$ cat config.mk
export PLATFORM = sky130hd
export DESIGN_NAME = cal_alarm_timer
export DESIGN_NICKNAME = d
export VERILOG_FILES = /design/src/rtl/cal_pkg.sv /design/src/rtl/cal_time_counter.sv /design/src/rtl/cal_alarm_match.sv /design/src/rtl/cal_irq_ctrl.sv /design/src/rtl/cal_alarm_timer.sv
export SDC_FILE = /design/constraint.sdc
export NUM_CORES = 1
export LEC_CHECK = 0
export ABC_AREA = 1
export CAP_MARGIN = 20
export CORE_MARGIN = 2
export CORE_UTILIZATION = 46
export CTS_BUF_LIST = sky130_fd_sc_hd__clkbuf_8
export CTS_CLUSTER_DIAMETER = 30
export DETAILED_ROUTE_END_ITERATION = 10
export GPL_TIMING_DRIVEN = 0
export PLACE_DENSITY = 0.79
export SYNTH_ARGS = -nofsm -noshare
export SYNTH_HDL_FRONTEND = slang
export SYNTH_HIERARCHICAL = 1
export SYNTH_SLANG_ARGS = --single-unit
$ cat constraint.sdc
create_clock -name clk -period 2.1 [get_ports clk]
set_input_delay 0.21 -clock clk [delete_from_list [all_inputs] [get_ports clk]]
set_output_delay 0.21 -clock clk [all_outputs]
set_load 0.02 [all_outputs]
$ cat src/rtl/cal_pkg.sv
package cal_pkg;
   localparam int NFLD  = 7;
   localparam int F_SEC = 0;
   localparam int F_MIN = 1;
   localparam int F_HR  = 2;
   localparam int F_DOM = 3;
   localparam int F_DOW = 4;
   localparam int F_MON = 5;
   localparam int F_YR  = 6;

   localparam int W_SEC = 6;
   localparam int W_MIN = 6;
   localparam int W_HR  = 5;
   localparam int W_DOM = 5;
   localparam int W_DOW = 3;
   localparam int W_MON = 4;
   localparam int W_YR  = 7;

   function automatic int fld_w(input int idx);
      case (idx)
         F_SEC:   return W_SEC;
         F_MIN:   return W_MIN;
         F_HR:    return W_HR;
         F_DOM:   return W_DOM;
         F_DOW:   return W_DOW;
         F_MON:   return W_MON;
         default: return W_YR;
      endcase
   endfunction

   function automatic int fld_off(input int idx);
      int acc;
      acc = 0;
      for (int k = 0; k < idx; k++) acc += fld_w(k);
      return acc;
   endfunction

   localparam int TW = fld_off(NFLD);

   // last calendar day of a month; leap when the year offset is a multiple of 4
   function automatic logic [W_DOM-1:0] month_last_day(input logic [W_MON-1:0] mon,
                                                       input logic leap);
      case (mon)
         4'd2:                    return leap ? 5'd29 : 5'd28;
         4'd4, 4'd6, 4'd9, 4'd11: return 5'd30;
         default:                 return 5'd31;
      endcase
   endfunction
endpackage

$ cat src/rtl/cal_time_counter.sv
module cal_time_counter
   import cal_pkg::*;
#(
   parameter int SEC_LAST = 59,
   parameter int MIN_LAST = 59,
   parameter int HR_LAST  = 23,
   parameter int MON_LAST = 12,
   parameter int DOW_LAST = 7
) (
   input  logic          clk,
   input  logic          rst_n,
   input  logic          tick_i,
   input  logic          ld_i,
   input  logic [TW-1:0] ld_val_i,
   output logic [TW-1:0] time_o
);
   localparam logic [W_SEC-1:0] SEC_TOP = SEC_LAST[W_SEC-1:0];
   localparam logic [W_MIN-1:0] MIN_TOP = MIN_LAST[W_MIN-1:0];
   localparam logic [W_HR-1:0]  HR_TOP  = HR_LAST[W_HR-1:0];
   localparam logic [W_MON-1:0] MON_TOP = MON_LAST[W_MON-1:0];
   localparam logic [W_DOW-1:0] DOW_TOP = DOW_LAST[W_DOW-1:0];

   generate
      if (SEC_LAST >= (1 << W_SEC) || MIN_LAST >= (1 << W_MIN) ||
          HR_LAST >= (1 << W_HR) || MON_LAST >= (1 << W_MON) ||
          DOW_LAST >= (1 << W_DOW)) begin : g_bad_limit
         $error("cal_time_counter: a field limit does not fit its width");
      end
   endgenerate

   logic [W_SEC-1:0] sec_q, sec_n;
   logic [W_MIN-1:0] min_q, min_n;
   logic [W_HR-1:0]  hr_q,  hr_n;
   logic [W_DOM-1:0] dom_q, dom_n;
   logic [W_DOW-1:0] dow_q, dow_n;
   logic [W_MON-1:0] mon_q, mon_n;
   logic [W_YR-1:0]  yr_q,  yr_n;

   logic             c_min, c_hr, c_day, c_mon, c_yr;
   logic [W_DOM-1:0] last_dom;

   assign last_dom = month_last_day(mon_q, (yr_q[1:0] == 2'b00));

   // carry chain; a value at or past its limit wraps, so bad loads recover
   assign c_min = (sec_q >= SEC_TOP);
   assign c_hr  = c_min & (min_q >= MIN_TOP);
   assign c_day = c_hr  & (hr_q  >= HR_TOP);
   assign c_mon = c_day & (dom_q >= last_dom);
   assign c_yr  = c_mon & (mon_q >= MON_TOP);

   always_comb begin
      sec_n = sec_q;
      min_n = min_q;
      hr_n  = hr_q;
      dom_n = dom_q;
      dow_n = dow_q;
      mon_n = mon_q;
      yr_n  = yr_q;
      if (ld_i) begin
         sec_n = ld_val_i[fld_off(F_SEC) +: W_SEC];
         min_n = ld_val_i[fld_off(F_MIN) +: W_MIN];
         hr_n  = ld_val_i[fld_off(F_HR)  +: W_HR];
         dom_n = ld_val_i[fld_off(F_DOM) +: W_DOM];
         dow_n = ld_val_i[fld_off(F_DOW) +: W_DOW];
         mon_n = ld_val_i[fld_off(F_MON) +: W_MON];
         yr_n  = ld_val_i[fld_off(F_YR)  +: W_YR];
      end else if (tick_i) begin
         sec_n = c_min ? '0 : sec_q + 1'b1;
         if (c_min) min_n = c_hr  ? '0 : min_q + 1'b1;
         if (c_hr)  hr_n  = c_day ? '0 : hr_q + 1'b1;
         if (c_day) begin
            dom_n = c_mon ? W_DOM'(1) : dom_q + 1'b1;
            dow_n = (dow_q >= DOW_TOP) ? W_DOW'(1) : dow_q + 1'b1;
         end
         if (c_mon) mon_n = c_yr ? W_MON'(1) : mon_q + 1'b1;
         if (c_yr)  yr_n  = yr_q + 1'b1;
      end
   end

   always_ff @(posedge clk or negedge rst_n) begin
      if (!rst_n) begin
         sec_q <= '0;
         min_q <= '0;
         hr_q  <= '0;
         dom_q <= W_DOM'(1);
         dow_q <= W_DOW'(1);
         mon_q <= W_MON'(1);
         yr_q  <= '0;
      end else begin
         sec_q <= sec_n;
         min_q <= min_n;
         hr_q  <= hr_n;
         dom_q <= dom_n;
         dow_q <= dow_n;
         mon_q <= mon_n;
         yr_q  <= yr_n;
      end
   end

   assign time_o = {yr_q, mon_q, dow_q, dom_q, hr_q, min_q, sec_q};
endmodule

$ cat src/rtl/cal_alarm_match.sv
module cal_alarm_match
   import cal_pkg::*;
(
   input  logic [TW-1:0]   now_i,
   input  logic [TW-1:0]   alm_i,
   input  logic [NFLD-1:0] mask_i,
   output logic            hit_o
);
   logic [NFLD-1:0] fld_ok;

   generate
      for (genvar g = 0; g < NFLD; g++) begin : g_fld
         localparam int OFF = fld_off(g);
         localparam int WID = fld_w(g);
         assign fld_ok[g] = mask_i[g] | (now_i[OFF +: WID] == alm_i[OFF +: WID]);
      end
   endgenerate

   assign hit_o = &fld_ok;
endmodule

$ cat src/rtl/cal_irq_ctrl.sv
module cal_irq_ctrl #(
   parameter int EN_W  = 3,
   parameter int STS_W = 2
) (
   input  logic             clk,
   input  logic             rst_n,
   input  logic             ien_ld_i,
   input  logic [EN_W-1:0]  ien_val_i,
   input  logic             tick_i,
   input  logic             chk_i,
   input  logic             hit_i,
   input  logic             sts_rd_i,
   output logic [STS_W-1:0] sts_o,
   output logic [EN_W-1:0]  ien_o,
   output logic             irq_n_o
);
   localparam int B_ALM  = 0;
   localparam int B_TICK = 1;
   localparam int B_ONE  = 2;

   generate
      if (EN_W < 3 || STS_W < 2) begin : g_bad_w
         $error("cal_irq_ctrl: enable or status field too narrow");
      end
   endgenerate

   logic [EN_W-1:0]  en_q;
   logic [STS_W-1:0] sts_q, sts_n, set_v;
   logic             irq_n_q, fire;

   assign fire = chk_i & hit_i & en_q[B_ALM];

   always_comb begin
      set_v         = '0;
      set_v[B_ALM]  = fire;
      set_v[B_TICK] = tick_i & en_q[B_TICK];
      sts_n         = (sts_rd_i ? '0 : sts_q) | set_v;
   end

   always_ff @(posedge clk or negedge rst_n) begin
      if (!rst_n) begin
         en_q    <= '0;
         sts_q   <= '0;
         irq_n_q <= 1'b1;
      end else begin
         if (ien_ld_i)                  en_q        <= ien_val_i;
         else if (fire && en_q[B_ONE])  en_q[B_ALM] <= 1'b0;
         sts_q   <= sts_n;
         irq_n_q <= ~|sts_n;
      end
   end

   assign sts_o   = sts_q;
   assign ien_o   = en_q;
   assign irq_n_o = irq_n_q;
endmodule

$ cat src/rtl/cal_alarm_timer.sv
module cal_alarm_timer
   import cal_pkg::*;
#(
   parameter int SEC_LAST = 59,
   parameter int MIN_LAST = 59,
   parameter int HR_LAST  = 23,
   parameter int MON_LAST = 12,
   parameter int DOW_LAST = 7
) (
   input  logic        clk,
   input  logic        rst_n,
   input  logic        tick_i,
   input  logic        time_ld_i,
   input  logic [35:0] time_val_i,
   input  logic        alm_ld_i,
   input  logic [35:0] alm_val_i,
   input  logic        mask_ld_i,
   input  logic [6:0]  mask_val_i,
   input  logic        ien_ld_i,
   input  logic [2:0]  ien_val_i,
   input  logic        sts_rd_i,
   output logic [35:0] time_o,
   output logic [1:0]  sts_o,
   output logic [2:0]  ien_o,
   output logic        irq_n_o
);
   generate
      if (TW != 36 || NFLD != 7) begin : g_bad_pack
         $error("cal_alarm_timer: field packing does not match the port widths");
      end
   endgenerate

   logic [TW-1:0]   alm_q;
   logic [NFLD-1:0] mask_q;
   logic            chk_q;
   logic            hit;

   always_ff @(posedge clk or negedge rst_n) begin
      if (!rst_n) begin
         alm_q  <= '0;
         mask_q <= '0;
         chk_q  <= 1'b0;
      end else begin
         if (alm_ld_i)  alm_q  <= alm_val_i;
         if (mask_ld_i) mask_q <= mask_val_i;
         chk_q <= tick_i;
      end
   end

   cal_time_counter #(
      .SEC_LAST (SEC_LAST),
      .MIN_LAST (MIN_LAST),
      .HR_LAST  (HR_LAST),
      .MON_LAST (MON_LAST),
      .DOW_LAST (DOW_LAST)
   ) u_cnt (
      .clk      (clk),
      .rst_n    (rst_n),
      .tick_i   (tick_i),
      .ld_i     (time_ld_i),
      .ld_val_i (time_val_i),
      .time_o   (time_o)
   );

   cal_alarm_match u_cmp (
      .now_i  (time_o),
      .alm_i  (alm_q),
      .mask_i (mask_q),
      .hit_o  (hit)
   );

   cal_irq_ctrl #(
      .EN_W  (3),
      .STS_W (2)
   ) u_irq (
      .clk       (clk),
      .rst_n     (rst_n),
      .ien_ld_i  (ien_ld_i),
      .ien_val_i (ien_val_i),
      .tick_i    (tick_i),
      .chk_i     (chk_q),
      .hit_i     (hit),
      .sts_rd_i  (sts_rd_i),
      .sts_o     (sts_o),
      .ien_o     (ien_o),
      .irq_n_o   (irq_n_o)
   );
endmodule

==> key figures <==
STA
  – Hold_ws: 0.112 ns
  – Final count of hold timing violations: 0
  – Final setup vio count: 16
  – Unrepaired setup endpoints after global routing: true
  – Post-route clock period utilization: 1.08
  – Timing-limited maximum frequency: 0.442 GHz
  – Worst path setup slack after routing: -0.163 ns
  – Shortest clock period the worst path allows after layout: 2.26 ns
  – Worst relative slew slack: 0.606
  – Count of pins over their slew limit: 0
  – Worst clock skew on the final layout: 0.00598 ns
  – Least-Margin Pin Slew: ~0.59 ns

Synthesis
  – Mapped Area: 5100 um^2
  – Number of synthesized flops with an enable pin: 0
  – Sequential-to-total area share from yosys stat: 0.423
  – Dominant cell type by area after synthesis: sky130_fd_sc_hd__dfrtp_1
  – Most used flip-flop cell after synthesis: sky130_fd_sc_hd__dfrtp_1
  – Avg Synthesized Cell Area: 7.30 um^2
  – Asr flop ratio synth: 1.00
  – Post-synthesis cell count: 698
  – Unique masters post-synth: 38
  – Leading cell types by total area after synthesis: sky130_fd_sc_hd__dfrtp_1 40%, sky130_fd_sc_hd__nand2_1 22%, sky130_fd_sc_hd__inv_1 5.6%, sky130_fd_sc_hd__nor2_1 3.8%, sky130_fd_sc_hd__ha_1 3.4%
  – Number of storage elements in the synthesis netlist: between 80 and 90
  – Top-area cell type share of the netlist area: 0.403
  – Count of yosys warnings during synthesis: 6
  – Number of nets in the synthesized netlist: 802

Hold path
  – Worst min-delay path class: input port to flop

Routing
  – Routed metal-1 wirelength: 5890 um
  – Pre-antenna DRT Iters: 6
  – Detailed route wirelength on metal3: about 820 um
  – Max layer used: met4
  – Sum of routed wire length over all layers: roughly 13000 um
  – Average vias per placed instance: 4.92
  – Number of routed nets with antenna violations: 0
  – Via count: 4870
  – Routed length on met2: 6360 um
  – Wire length per cell: 13.5 um
  – DRC viols: 0
  – Starting DRT DRC Count: 259

CTS
  – Clk root buf: sky130_fd_sc_hd__clkbuf_8
  – Clock transition at the registers of the reported paths: approximately 0.080 ns
  – CTS HTree Levels: 3
  – Number of buffers created by CTS: 9
  – TritonCTS sink count: 86
  – Insertion delay of the later-clocked pin in the worst-skew pair: 0.36 ns
  – TritonCTS clock tree: yes
  – Maximum root-to-sink buffer count: 2

Power and ir drop
  – Net switching power of the design: 2.33 mW
  – Internal: 3.79 mW
  – Clock network fraction of total power: 0.208
  – Final total power: 6.11 mW
  – Net switching fraction of the power: 0.380
  – Power density normalized to cell area: 887 nW/um^2
  – LEAKAGE: 3.51 nW
  – Worst vdd ir: 0.586 mV
  – Sequential power share: 0.398
  – Power share of the combinational group: 0.395

Floorplan
  – Floorplan die width: between 100 and 150 um
  – Placeable core region: between 10000 and 15000 um^2
  – Starting utilization of the core area: 0.470
  – Number of top-level pins: around 130
  – Row count: 38
  – Height of the chip: 109 um
  – DIE AREA: 11900 um^2

Worst setup path
  – Crit. End Element: flop
  – Worst Path Class, Setup: flop to flop
  – Crit start category: flop
  – Data required, critical path: 2.35 ns
  – Largest fanout of any net on the critical path: 10
  – Crit path arrival time: 2.51 ns

Run status
  – Violated checks: setup timing
  – Run status: complete, but fails checks

Placed design
  – Post-DP HPWL: between 10000 and 15000 um
  – Gp weighted congestion: 0.890
  – Number of I/O port buffers: 129
  – Setup Slack @ Placement: -0.273 ns

Global routing
  – Number of global-route vias before repair: 4739
  – Antenna violations before repair: 0
  – Wire length of the first global-routing pass: roughly 22000 um
  – GR Overflow Total: 0
  – Maximum number of pins on one net before global-route repair: 64
  – Combined global-route utilization of all metal layers: 0.238

Layout
  – Area Overhead vs Synth: 35.2%
  – Filler instances: 946
  – Antenna Cells: 0
  – Layout net count: 948
  – Fraction of layout cells with a size suffix above 1: 0.100

Job
  – Max-cap viol count: 0
==> worst paths after layout <==
kind / cells past startpoint / start / slack, ns / end
min in group asynchronous: 2 / rst_n / 0.29 / u_cnt/yr_q[5]$_DFFE_PN0P_
worst max-delay path: 17 / u_cnt/mon_q[0]$_DFFE_PN1P_ / -0.16 / u_cnt/mon_q[1]$_DFFE_PN0P_
worst min register to register: 2 / mask_q[3]$_DFFE_PN0P_ / 0.47 / mask_q[3]$_DFFE_PN0P_
worst max register to register: 17 / u_cnt/mon_q[0]$_DFFE_PN1P_ / -0.16 / u_cnt/mon_q[1]$_DFFE_PN0P_
worst min-delay path: 3 / alm_ld_i / 0.11 / alm_q[35]$_DFFE_PN0P_
max in group asynchronous: 3 / rst_n / 1.15 / u_irq/irq_n_o$_DFF_PN1_
==> layout make-up <==
cell class	instances	area (um^2)	area share
multi-input cells	517	2520	0.366
flip-flops and latches	86	2160	0.313
inverters	80	322	0.0467
clock inverters	7	90.1	0.0131
well taps	140	175	0.0254
repair buffers	135	1370	0.199
clock buffers	9	124	0.0180
plain buffers	15	129	0.0187
==> Yosys cell counts (2+ instances only) <==
cell type                  number
sky130_fd_sc_hd__nand2_1      301
sky130_fd_sc_hd__dfrtp_1       82
sky130_fd_sc_hd__inv_1         76
sky130_fd_sc_hd__nor2_1        51
sky130_fd_sc_hd__nand3_1       35
sky130_fd_sc_hd__o21ai_0       22
sky130_fd_sc_hd__xnor2_1       16
sky130_fd_sc_hd__nand2_2       15
sky130_fd_sc_hd__ha_1          14
sky130_fd_sc_hd__xor2_1        12
sky130_fd_sc_hd__a21oi_1        8
sky130_fd_sc_hd__nor2_2         7
sky130_fd_sc_hd__a31oi_1        5
sky130_fd_sc_hd__buf_4          5
sky130_fd_sc_hd__buf_6          4
sky130_fd_sc_hd__dfstp_2        4
sky130_fd_sc_hd__nand4_1        4
sky130_fd_sc_hd__nor2_4         4
sky130_fd_sc_hd__a21oi_2        3
sky130_fd_sc_hd__buf_2          3
sky130_fd_sc_hd__nand3b_1       3
sky130_fd_sc_hd__o21ai_1        3
sky130_fd_sc_hd__a22oi_1        2
sky130_fd_sc_hd__buf_1          2
sky130_fd_sc_hd__nand2_4        2
sky130_fd_sc_hd__o221ai_1       2
sky130_fd_sc_hd__or2_2          2
==> state kept, by name (all words and copies together) (netlist names) <==
signal	cells
mask_q	7
u_irq/ien_o	3
u_cnt/dow_q	3
u_cnt/dom_q	5
u_irq/sts_o	2
u_irq/irq_n_o	1
alm_q	36
u_cnt/yr_q	7
chk_q	1
u_cnt/hr_q	5
u_cnt/mon_q	4
u_cnt/sec_q	6
u_cnt/min_q	6
==> logic make-up after synthesis <==
kind of cell | Yosys count | synth area share
adder cells (fa/ha/maj) | 14 | 0.0344
flip-flops | 86 | 0.423
AO/OA/AOI/OAI | 49 | 0.0567
XOR/XNOR | 28 | 0.0481
AND/OR/NAND/NOR | 426 | 0.350
buffers and inverters | 95 | 0.0876
==> what timing repair did <==
item	4_1_cts	5_1_grt
buffers inserted	2	2
hold endpoints to repair	23	0
gates resized for setup	5	1
hold buffers	1	0
pin swaps	0	2
endpoints found under the setup margin	16	16
==> cell usage in the layout (no fill, tap or decap), drive strengths merged, types with 3 or more instances in the layout <==
| cell type | n |
|---|---|
| o21ai | 26 |
| dfrtp | 82 |
| nand4 | 4 |
| a31oi | 5 |
| nand2 | 318 |
| dfstp | 4 |
| buf | 21 |
| clkdlybuf4s50 | 128 |
| clkinv | 4 |
| ha | 14 |
| nor2 | 62 |
| nand3 | 36 |
| bufinv | 3 |
| xnor2 | 16 |
| inv | 79 |
| clkbuf | 9 |
| nand3b | 3 |
| a21oi | 11 |
| xor2 | 12 |
==> worst max-delay path, stage by stage (launching register included) <==
cell	delay, ns
sky130_fd_sc_hd__dfstp_2	0.58
sky130_fd_sc_hd__inv_2	0.05
sky130_fd_sc_hd__ha_2	0.18
sky130_fd_sc_hd__o21ai_1	0.12
sky130_fd_sc_hd__nand2_1	0.08
sky130_fd_sc_hd__a21oi_2	0.14
sky130_fd_sc_hd__ha_1	0.23
sky130_fd_sc_hd__inv_1	0.05
sky130_fd_sc_hd__nand2_1	0.04
sky130_fd_sc_hd__nand2_1	0.05
sky130_fd_sc_hd__nand2_1	0.06
sky130_fd_sc_hd__nand2_2	0.07
sky130_fd_sc_hd__nand2_2	0.07
sky130_fd_sc_hd__nand3_4	0.09
sky130_fd_sc_hd__nor2_4	0.05
sky130_fd_sc_hd__buf_8	0.16
sky130_fd_sc_hd__nor2_4	0.09
sky130_fd_sc_hd__a21oi_2	0.04
==> through the flow <==
stage,TNS [ns],util,instances,cell area (um^2)
floorplan,-1.32,-,698,5120
global placement,-200.87,0.608,967,6590
detailed placement,-3.25,0.610,968,6610
CTS,-1.87,0.634,987,6880
global route,-4.65,0.636,989,6890
finish,-2.09,0.636,989,6890
==> power by group through the flow <==
stage	clock (mW)	combinational, mW	sequential, mW
6_report	1.27	2.41	2.43
3_5_place_dp	0	2.31	2.48
5_1_grt	1.38	2.67	2.50
2_1_floorplan	0	1.17	2.63
4_1_cts	1.30	2.37	2.44
3_3_place_gp	0	2.23	2.46
==> metal layers <==
metal,vias to the layer above,track usage
met3,23,0.0335
met4,0,0.0904
li1,2442,-
met1,2242,0.313
met5,-,0
met2,163,0.397
Power figures use the tool's default switching activity.
